$ cat config.mk
export PLATFORM = sky130hd
export DESIGN_NAME = prog_sequencer
export DESIGN_NICKNAME = d
export VERILOG_FILES = /design/src/rtl/seq_pkg.sv /design/src/rtl/seq_decode.sv /design/src/rtl/seq_target.sv /design/src/rtl/seq_cycle_ctr.sv /design/src/rtl/prog_sequencer.sv
export SDC_FILE = /design/constraint.sdc
export NUM_CORES = 1
export LEC_CHECK = 0
export ABC_AREA = 1
export CAP_MARGIN = 20
export CORE_ASPECT_RATIO = 1.4
export CORE_MARGIN = 2
export CORE_UTILIZATION = 47
export DETAILED_ROUTE_END_ITERATION = 8
export PLACE_DENSITY = 0.78
export SKIP_LAST_GASP = 1
export SYNTH_ARGS = -nofsm -noshare
export SYNTH_HDL_FRONTEND = slang
export SYNTH_SLANG_ARGS = --single-unit
$ cat constraint.sdc
create_clock -name clk -period 2.3 [get_ports clk]
set_input_delay 0.575 -clock clk [delete_from_list [all_inputs] [get_ports clk]]
set_output_delay 0.575 -clock clk [all_outputs]
set_load 0.01 [all_outputs]
$ cat src/rtl/seq_pkg.sv
package seq_pkg;
   // field widths inside an opcode word
   localparam int BR_FIELD_W  = 8;
   localparam int CAL_FIELD_W = 6;

   typedef enum logic [3:0] {
      C_NOP, C_BR, C_CAL, C_TBR, C_RTN, C_JMPL, C_CALL, C_BRL, C_DDATA
   } op_cls_e;

   typedef enum logic [1:0] {
      S_OP, S_PARAM, S_WAIT
   } seq_state_e;
endpackage

$ cat src/rtl/seq_decode.sv
module seq_decode
   import seq_pkg::*;
#(
   parameter int OP_W = 10
) (
   input  logic [OP_W-1:0] word_i,
   output op_cls_e         cls_o,
   output logic            dual_o
);
   always_comb begin
      dual_o = ((word_i >= 10'h100) && (word_i < 10'h140)) ||
               ((word_i >= 10'h150) && (word_i < 10'h1B0));
      if (word_i[9:8] == 2'b11)            cls_o = C_BR;
      else if (word_i[9:6] == 4'b0111)     cls_o = C_CAL;
      else if (word_i[9:4] == 6'h0B)       cls_o = C_TBR;
      else if (word_i == 10'h010)          cls_o = C_RTN;
      else if (word_i[9:4] == 6'h15)       cls_o = C_JMPL;
      else if (word_i[9:4] == 6'h16)       cls_o = C_CALL;
      else if (word_i[9:4] == 6'h17)       cls_o = C_BRL;
      else if (dual_o)                     cls_o = C_DDATA;
      else                                 cls_o = C_NOP;
   end
endmodule

$ cat src/rtl/seq_target.sv
module seq_target
   import seq_pkg::*;
#(
   parameter int PC_W  = 14,
   parameter int OP_W  = 10,
   parameter int NIB_W = 4
) (
   input  logic [PC_W-BR_FIELD_W-1:0] pc_hi_i,
   input  logic [BR_FIELD_W-1:0]      word_lo_i,
   input  logic [NIB_W-1:0]           long_nib_i,
   input  logic [OP_W-1:0]            param_i,
   input  logic [NIB_W-1:0]           a_i,
   input  logic [NIB_W-1:0]           b_i,
   output logic [PC_W-1:0]            br_tgt_o,
   output logic [PC_W-1:0]            cal_tgt_o,
   output logic [PC_W-1:0]            tbr_tgt_o,
   output logic [PC_W-1:0]            long_tgt_o
);
   localparam int TBR_W = 3 * NIB_W;

   assign br_tgt_o   = {pc_hi_i, word_lo_i};
   assign cal_tgt_o  = {{(PC_W-CAL_FIELD_W){1'b0}}, word_lo_i[CAL_FIELD_W-1:0]};
   assign long_tgt_o = {long_nib_i, param_i};

   generate
      if (PC_W > TBR_W) begin : g_tbr_pad
         assign tbr_tgt_o = {{(PC_W-TBR_W){1'b0}}, word_lo_i[NIB_W-1:0], b_i, a_i};
      end else begin : g_tbr_cut
         logic [TBR_W-1:0] tbr_full;
         assign tbr_full  = {word_lo_i[NIB_W-1:0], b_i, a_i};
         assign tbr_tgt_o = tbr_full[PC_W-1:0];
      end
   endgenerate
endmodule

$ cat src/rtl/seq_cycle_ctr.sv
module seq_cycle_ctr #(
   parameter int CNT_W = 32
) (
   input  logic             clk,
   input  logic             rst,
   output logic [CNT_W-1:0] cnt_o
);
   always_ff @(posedge clk) begin
      if (rst) cnt_o <= '0;
      else     cnt_o <= cnt_o + 1'b1;
   end
endmodule

$ cat src/rtl/prog_sequencer.sv
module prog_sequencer
   import seq_pkg::*;
#(
   parameter int PC_W      = 14,
   parameter int OP_W      = 10,
   parameter int WORD_W    = 16,
   parameter int NIB_W     = 4,
   parameter int WPTR_W    = 2,
   parameter int CNT_W     = 32,
   parameter int CAL_EXTRA = 1,
   parameter int RTN_EXTRA = 2
) (
   input  logic              clk,
   input  logic              rst,
   input  logic [WORD_W-1:0] instr_i,
   output logic [PC_W-1:0]   pc_o,
   output logic              fetch_o,
   input  logic [NIB_W-1:0]  reg_a_i,
   input  logic [NIB_W-1:0]  reg_b_i,
   input  logic [WPTR_W-1:0] reg_w_i,
   input  logic [NIB_W-1:0]  reg_x_i,
   input  logic [NIB_W-1:0]  reg_y_i,
   input  logic              st_we_i,
   input  logic              st_wd_i,
   output logic              st_o,
   output logic [OP_W-1:0]   op_o,
   output logic              exec_o,
   output logic [OP_W-1:0]   ram_addr_o,
   output logic              push_o,
   output logic [PC_W-1:0]   push_pc_o,
   output logic              pop_o,
   input  logic [PC_W-1:0]   pop_pc_i,
   output logic [CNT_W-1:0]  cycle_cnt_o
);
   localparam int WAIT_MAX = (CAL_EXTRA > RTN_EXTRA) ? CAL_EXTRA : RTN_EXTRA;
   localparam int WAIT_W   = $clog2(WAIT_MAX + 1) + 1;

   generate
      if (PC_W != NIB_W + OP_W) begin : g_bad_pc
         $error("program address width must hold nibble plus parameter word");
      end
      if (OP_W != 10) begin : g_bad_op
         $error("opcode decode assumes a 10-bit opcode");
      end
      if (WPTR_W + 2 * NIB_W != OP_W) begin : g_bad_ptr
         $error("W:X:Y must form an opcode-wide RAM address");
      end
      if (WORD_W < OP_W) begin : g_bad_word
         $error("program word narrower than opcode");
      end
      if (CAL_EXTRA < 0 || RTN_EXTRA < 0) begin : g_bad_extra
         $error("extra cycle counts must be non-negative");
      end
   endgenerate

   seq_state_e          state_q, state_n;
   logic [PC_W-1:0]     pc_q, pc_n, pc_inc;
   logic [WAIT_W-1:0]   wait_q, wait_n;
   logic                st_q, st_set;
   logic [OP_W-1:0]     word, op_q, param_q;
   op_cls_e             cls_w, cls_q;
   logic                dual_w, dual_q;
   logic                push, pop, done, exec_q;
   logic                in_param;
   logic [PC_W-1:0]     br_tgt, cal_tgt, tbr_tgt, long_tgt;
   logic                unused_hi;

   assign word      = instr_i[OP_W-1:0];
   assign unused_hi = ^instr_i;
   assign pc_inc    = pc_q + 1'b1;
   assign in_param  = (state_q == S_PARAM);

   seq_decode #(.OP_W(OP_W)) u_dec (
      .word_i (word),
      .cls_o  (cls_w),
      .dual_o (dual_w)
   );

   seq_target #(.PC_W(PC_W), .OP_W(OP_W), .NIB_W(NIB_W)) u_tgt (
      .pc_hi_i    (pc_inc[PC_W-1:BR_FIELD_W]),
      .word_lo_i  (word[BR_FIELD_W-1:0]),
      .long_nib_i (op_q[NIB_W-1:0]),
      .param_i    (word),
      .a_i        (reg_a_i),
      .b_i        (reg_b_i),
      .br_tgt_o   (br_tgt),
      .cal_tgt_o  (cal_tgt),
      .tbr_tgt_o  (tbr_tgt),
      .long_tgt_o (long_tgt)
   );

   seq_cycle_ctr #(.CNT_W(CNT_W)) u_ctr (
      .clk   (clk),
      .rst   (rst),
      .cnt_o (cycle_cnt_o)
   );

   always_comb begin
      pc_n    = pc_q;
      state_n = state_q;
      wait_n  = wait_q;
      st_set  = 1'b0;
      push    = 1'b0;
      pop     = 1'b0;
      done    = 1'b0;
      case (state_q)
         S_OP: begin
            pc_n = pc_inc;
            if (dual_w) begin
               state_n = S_PARAM;
            end else begin
               done = 1'b1;
               case (cls_w)
                  C_BR: begin
                     if (st_q) pc_n = br_tgt;
                     else      st_set = 1'b1;
                  end
                  C_CAL: begin
                     if (st_q) begin
                        push = 1'b1;
                        pc_n = cal_tgt;
                        if (CAL_EXTRA > 0) begin
                           state_n = S_WAIT;
                           wait_n  = WAIT_W'(CAL_EXTRA);
                        end
                     end else begin
                        st_set = 1'b1;
                     end
                  end
                  C_TBR: pc_n = tbr_tgt;
                  C_RTN: begin
                     pop  = 1'b1;
                     pc_n = pop_pc_i;
                     if (RTN_EXTRA > 0) begin
                        state_n = S_WAIT;
                        wait_n  = WAIT_W'(RTN_EXTRA);
                     end
                  end
                  default: ;
               endcase
            end
         end
         S_PARAM: begin
            pc_n    = pc_inc;
            done    = 1'b1;
            state_n = S_OP;
            case (cls_q)
               C_JMPL: pc_n = long_tgt;
               C_CALL, C_BRL: begin
                  if (st_q) begin
                     pc_n = long_tgt;
                     push = (cls_q == C_CALL);
                  end else begin
                     st_set = 1'b1;
                  end
               end
               default: ;
            endcase
         end
         S_WAIT: begin
            if (wait_q <= WAIT_W'(1)) state_n = S_OP;
            else                      wait_n  = wait_q - 1'b1;
         end
         default: state_n = S_OP;
      endcase
   end

   always_ff @(posedge clk) begin
      if (rst) begin
         pc_q    <= '0;
         state_q <= S_OP;
         wait_q  <= '0;
         st_q    <= 1'b1;
         op_q    <= '0;
         param_q <= '0;
         cls_q   <= C_NOP;
         dual_q  <= 1'b0;
         exec_q  <= 1'b0;
      end else begin
         pc_q    <= pc_n;
         state_q <= state_n;
         wait_q  <= wait_n;
         exec_q  <= done;
         if (st_set)       st_q <= 1'b1;
         else if (st_we_i) st_q <= st_wd_i;
         if (state_q == S_OP) begin
            op_q   <= word;
            cls_q  <= cls_w;
            dual_q <= dual_w;
         end
         if (state_q == S_PARAM) param_q <= word;
      end
   end

   assign pc_o       = pc_q;
   assign fetch_o    = (state_q == S_OP);
   assign st_o       = st_q;
   assign op_o       = op_q;
   assign exec_o     = exec_q;
   assign ram_addr_o = dual_q ? param_q : {reg_w_i, reg_x_i, reg_y_i};
   assign push_o     = push;
   assign push_pc_o  = pc_inc;
   assign pop_o      = pop;
endmodule

==> qor.yml, run 1 <==
clockBufferDepth: 2
overflow: 0
cts_sinks: 78
avgRoutedWirePerCell_microns: 15.9
crit_path_cell_trace: "buf_4, inv_2, nor2_4, buf_4, buf_4, nand2_1, nand2_1, nand2_1, buf_2"
path_depth: 9
fp.dieArea_sq_um: 11400
wirelength_microns: 18000
rows: 44
dr.first_iter.drc_count: 368
hold_class: "reg2reg"
worst_pin_slew_ns: 0.463
async_reset_ff_share_pct: 0
synthCells: 781
cts_tree: "done"
die_x_microns: 91.0
dp_hpwl_microns: 13500
finalClockSkew_ns: 0.00465
rsz0062_at_grt: "yes"
io_pins: 137
synth_area_leaders: "dfxtp_1 31%, nand2_1 17%, a21oi_1 7.7%"
antenna_left: 0
violations: "setup timing"
core_area_sq_um: 10300
port_buffers: 130
arrival_ns: 1.73
holdBufCountCts: 0
slowest_stage: "dfxtp_2"
drive_above_1_share_pct: 20.1
ys_warn_count: 0
synth_edf_count: 0
min_period_ns: 2.30
clock_latency_ns: 0.34
ys_types: 45
grt_pass1_wl_microns: 28400
critical_path_buf_inv_count: 5
critPathMaxFanout: 6
maxCapViolations: 0
met3_usage_pct: 5.02
clk_pin_slew_ns: 0.06
synth-main-ff-cell: "dfxtp_1"
slew_violations: 0
fmax_ghz: 0.435
busiest_layer: "met2"
ff2ff_path_depth: 17
gp_congestion: 0.944
fin_ws_ns: -0.000925
hold_violations: 0
max_stage_delay_ns: 0.36
use_met1_pct: 33.6
n_antenna_cell: 0
area_growth_pct: 49.9
powerDensity_nw_per_um2: 528
first_global_vias: 5870
htreeDepth: 3
fp.dieH_microns: 126
met2_usage_pct: 56.0
syn_nets: 837
finalSetupViolCount: 1
synth_top_cell_by_area: "dfxtp_1"
vias_per_cell: 5.36
via_count: 6065
endpoint_kind: "primary output"
fin_crit_sh_pct: 100
syn-mean-instance-area_sq_um: 6.37
fin_cells: 1132
tns_ns: -0.000925
critical-path-top-delay-family: "buffers and inverters"
first_pass_iters: 5
critical_path_class: "reg2out"
globalRouteTotalUtil_pct: 31.0
critPathRequiredTime_ns: 1.73
fin_nets: 1045
root_buffer: "clkbuf_16"
yosys_register_bits: 78
place_ws_ns: -0.470
ys_seq_area_share_pct: 31.4
dp_cells: 1103
critPathLaunchType: "flip-flop"
cts_inserted_buffers: 9
status: "finished, violations left"
netlist.area_leader.share_pct: 31.4
synth_area_sq_um: 4980
holdPathStages: 2
drc: 0
slew-limit-headroom_pct: 68.8
grt_start_max_net_pins: 31
ir_drop_mv: 0.477
antenna_found_initial: 0
leakagePower_nw: 3.20
initial_utilization_pct: 48.1
power by group:
| group | switching (mW) | total (mW) | leakage (nW) | internal [mW] |
|---|---|---|---|---|
| clock | 0.596 | 1.58 | 0.155 | 0.986 |
| sequential | 0.0640 | 1.49 | 0.639 | 1.42 |
| combinational | 0.448 | 0.874 | 2.41 | 0.425 |
| total | 1.11 | 3.94 | 3.20 | 2.83 |
registers in the layout, summed over array words and instances, names as in the netlist:
| name | cells |
|---|---|
| u_ctr.cnt_o | 32 |
| pc_o | 14 |
| op_o | 10 |
| param_q | 10 |
| cls_q | 4 |
| wait_q | 3 |
| state_q | 2 |
| dual_q | 1 |
| exec_o | 1 |
| st_o | 1 |
worst register-to-register path: stages (launching register included):
cell	delay [ns]
dfxtp_2	0.34
ha_4	0.17
nand2_2	0.07
nor2_1	0.04
buf_4	0.15
buf_4	0.14
nand3_1	0.07
nand2_1	0.07
buf_4	0.13
buf_4	0.12
buf_4	0.12
buf_4	0.12
buf_4	0.12
buf_4	0.12
buf_4	0.12
o21ai_2	0.10
a21oi_1	0.07
a21oi_1	0.12
through the flow:
stage | total power [mW] | hold WS [ns] | utilization, % | area [sq um]
floorplan | 1.88 | 0.430 | - | 4980
global placement | 2.35 | 0.449 | 67.1 | 6950
detailed placement | 2.36 | 0.457 | 67.1 | 6950
CTS | 3.93 | 0.467 | 71.3 | 7380
global route | 4.09 | 0.488 | 72.1 | 7460
finish | 3.94 | 0.461 | 72.1 | 7460
cell families (layout without fill, tap and decap cells):
| logic type | Yosys count | in the layout | share of synthesized area [%] |
|---|---|---|---|
| AOI/OAI and AO/OA | 146 | 146 | 16.0 |
| xor gates and xnor gates | 9 | 9 | 1.58 |
| adders and majority gates | 4 | 4 | 1.01 |
| buffers and inverters | 110 | 323 | 8.65 |
| DFF | 78 | 78 | 31.4 |
| muxes | 9 | 9 | 2.04 |
| and+or+nand+nor | 425 | 425 | 39.4 |
cells in the final DEF (no fill, tap or decap), types with 4 or more instances in the layout:
master,n
a21boi_0,5
a21oi_1,77
buf_2,4
buf_4,86
clkbuf_16,9
clkdlybuf4s50_1,104
dfxtp_1,71
dfxtp_2,6
dlygate4sd2_1,4
dlymetal6s2s_1,11
inv_1,78
inv_2,10
mux2_2,9
nand2_1,224
nand2_2,15
nand3_1,45
nand3_2,4
nand3b_1,6
nand4_1,13
nor2_1,58
nor2_2,13
nor2_4,9
nor3_1,12
nor3_2,4
o211ai_1,4
o21ai_0,44
or2_0,7
or2_2,5
xnor2_1,6
synth_stat cells (all sizes together), types with 6 or more instances:
cell type,number
inv,88
clkbuf,17
or2,12
nand3b,6
a21oi,78
nor2,80
nand3,51
xnor2,6
nand4,13
mux2,9
o21ai,47
nor3,17
dfxtp,78
nand2,239
per-layer routing:
layer | up-vias | wire (microns)
met4 | 0 | 979
li1 | 2961 | -
met3 | 64 | 1180
met5 | - | 0
met2 | 280 | 9140
met1 | 2760 | 6680
path summary, 6_finish.rpt:
kind,from,to,slack [ns]
worst max-delay path,pc_o[0],push_pc_o[7],-0.0009
worst min-delay path,wait_q[1],wait_q[1],0.46
worst max register to register,pc_o[1],pc_o[8],0.06
worst min register to register,wait_q[1],wait_q[1],0.46
repair_timing:
action | in CTS | in global routing
setup buffers | 11 | 2
gates resized for setup | 45 | 33
pin swaps | 5 | 8
setup endpoints to repair | 17 | 18
final cells by class:
cell class | instances | area [sq um]
Clock buffer | 10 | 239
Clock inverter | 6 | 92.6
Fill cell | 929 | 2890
Inverter | 88 | 330
Multi-Input combinational cell | 593 | 3060
Sequential cell | 78 | 1570
Tap cell | 138 | 173
Timing Repair Buffer | 219 | 2000
(Power assumes the default switching activity.)
==> run 2, diff against run 1 <==
Settings changed: TNS_END_PERCENT from default to 50.
==> run 2 against run 1 <==
  * Setup slack about the same
  * Final area about the same
  * The flow still finishes with violations (setup timing)
  * Sequential power is essentially flat
  * Critical endpoint is now ram_addr_o[9]
==> qor.yml, run 2 (same netlist as run 1, synthesis figures left out) <==
first_pass_iters: 5  # unchanged
die_x_microns: 91.0  # unchanged
power_frac_clock_pct: 40.1  # about the same
grt_start_max_net_pins: 31  # unchanged
fp.dieArea_sq_um: 11400  # unchanged
dp_hpwl_microns: 13500  # unchanged
clockBufferDepth: 2  # unchanged
dr.first_iter.drc_count: 388  # +5.4%
critical_path_class: "in2out"
initial_utilization_pct: 48.1  # unchanged
via_count: 6019  # -0.76%
pwr-share-comb_pct: 22.3  # about the same
critPathLaunchType: "input pin"
slew-limit-headroom_pct: 69.2  # +0.40 points
violations: "setup timing"
place_ws_ns: -0.470  # unchanged
p_int_mw: 2.84  # +0.20%
cts_sinks: 78  # unchanged
cts_inserted_buffers: 9  # unchanged
area_growth_pct: 49.9  # about the same
fmax_ghz: 0.435  # about the same
final.fill_count: 928  # -0.11%
finalSetupViolCount: 1  # unchanged
ff2ff_path_depth: 14  # -3
root_buffer: "clkbuf_16"
globalRouteTotalUtil_pct: 30.8  # -0.21 points
arrival_ns: 1.73  # about the same
wirelength_microns: 17900  # -0.46%
first_global_vias: 5844  # -0.44%
rows: 44  # unchanged
worst_pin_slew_ns: 0.457  # -0.00596 ns
holdPathStages: 2  # unchanged
core_area_sq_um: 10300  # unchanged
fin_crit_sh_pct: 100  # about the same
final_cell_mix: "223 x nand2_1, 110 x clkdlybuf4s50_1, 86 x buf_4, 77 x inv_1, 76 x a21oi_1"
clk_pin_slew_ns: 0.06  # about the same
critPathRequiredTime_ns: 1.73  # about the same
finalClockSkew_ns: 0.00356  # -0.00109 ns
power_frac_seq_pct: 37.6  # about the same
p_sw_share_pct: 28.1  # -0.045 points
ir_drop_mv: 0.474  # -0.47%
multi_input_area_sq_um: 3070  # +0.29%
seq_area_sq_um: 1570  # -0.32%
largest_reg_flops: 32  # unchanged
mostFrequentLayoutCell: "nand2_1"
maxCapViolations: 0  # unchanged
top_register: "u_ctr.cnt_o"
clock_latency_ns: 0.34  # about the same
rsz0062_at_grt: "yes"
n_antenna_cell: 0  # unchanged
antenna_found_initial: 0  # unchanged
drive_above_1_share_pct: 20.3  # +0.20 points
endpoint_kind: "primary output"
dp_cells: 1103  # unchanged
fin_area_sq_um: 7460  # about the same
critPathMaxFanout: 1  # -5
total_power_mw: 3.95  # +0.14%
fin_nets: 1045  # unchanged
drc: 0  # unchanged
avgRoutedWirePerCell_microns: 15.8  # -0.46%
fin_cells: 1132  # unchanged
port_buffers: 130  # unchanged
grt_pass1_wl_microns: 28200  # -0.59%
powerDensity_nw_per_um2: 529  # +0.18%
overflow: 0  # unchanged
hold_class: "reg2reg"
min_period_ns: 2.30  # -0.000455 ns
fin_ws_ns: -0.000470  # +0.000455 ns
vias_per_cell: 5.32  # -0.76%
io_pins: 137  # unchanged
antenna_left: 0  # unchanged
p_switching_mw: 1.11  # about the same
leakagePower_nw: 3.19  # -0.36%
slew_violations: 0  # unchanged
holdBufCountCts: 0  # unchanged
fp.dieH_microns: 126  # unchanged
dpl_cell_area_sq_um: 6950  # unchanged
hold_violations: 0  # unchanged
status: "finished, violations left"
htreeDepth: 3  # unchanged
holdWs_ns: 0.461  # +0.000172 ns
gp_congestion: 0.944  # unchanged
cts_tree: "done"
run 2: changes by cell type in the layout (fill, tap and decap cells not counted), moves of 2 or more:
cell	previous run	this run
nor2_2	13	15
dlygate4sd2_1	4	1
nor2_1	58	56
clkdlybuf4s50_1	104	110
dfxtp_1	71	73
run 2: power by group through the flow:
stage / clock (mW) / sequential, mW / combinational, mW
6_report: 1.58 / 1.49 / 0.880
5_1_grt: 1.66 / 1.49 / 0.947
4_1_cts: 1.60 / 1.48 / 0.861
3_5_place_dp: 0 / 1.51 / 0.852
3_3_place_gp: 0 / 1.51 / 0.845
2_1_floorplan: 0 / 1.52 / 0.365
run 2: per-stage QoR:
step                setup TNS (ns)  utilization (%)
detailed placement           -1.58             67.1
finish                   -0.000470             72.1
floorplan                        0                -
CTS                          -1.06             71.2
global route                -0.382             72.1
global placement             -1.27             67.1
run 2: worst paths after layout:
check                   to  slack [ns]        from
max          ram_addr_o[9]     -0.0005  reg_w_i[1]
min              wait_q[1]        0.46   wait_q[1]
max reg2reg        pc_o[8]        0.07     pc_o[4]
min reg2reg      wait_q[1]        0.46   wait_q[1]
run 2: what timing repair did:
action / 4_1_cts / 5_1_grt
setup endpoints to repair: 17 / 22
gates resized for setup: 34 / 36
pin swaps: 4 / 10
buffers inserted: 11 / 3
run 2: layout make-up:
| type | instances | area share [%] |
|---|---|---|
| Sequential cell | 78 | 21.0 |
| Clock inverter | 6 | 1.24 |
| Multi-Input combinational cell | 593 | 41.1 |
| Tap cell | 138 | 2.31 |
| Inverter | 88 | 4.43 |
| Clock buffer | 10 | 3.20 |
| Timing Repair Buffer | 219 | 26.7 |
run 2: metal layers:
layer,part of all wire (%),global-route usage [%]
met5,0,0
met4,5.4,18.8
met3,6.1,5.26
met2,51,55.5
met1,38,33.3
run 2: critical path, cell delays in order:
cell             delay (ns)
clkdlybuf4s50_1        0.46
nor2_1                 0.04
a21oi_1                0.11
clkdlybuf4s50_1        0.55
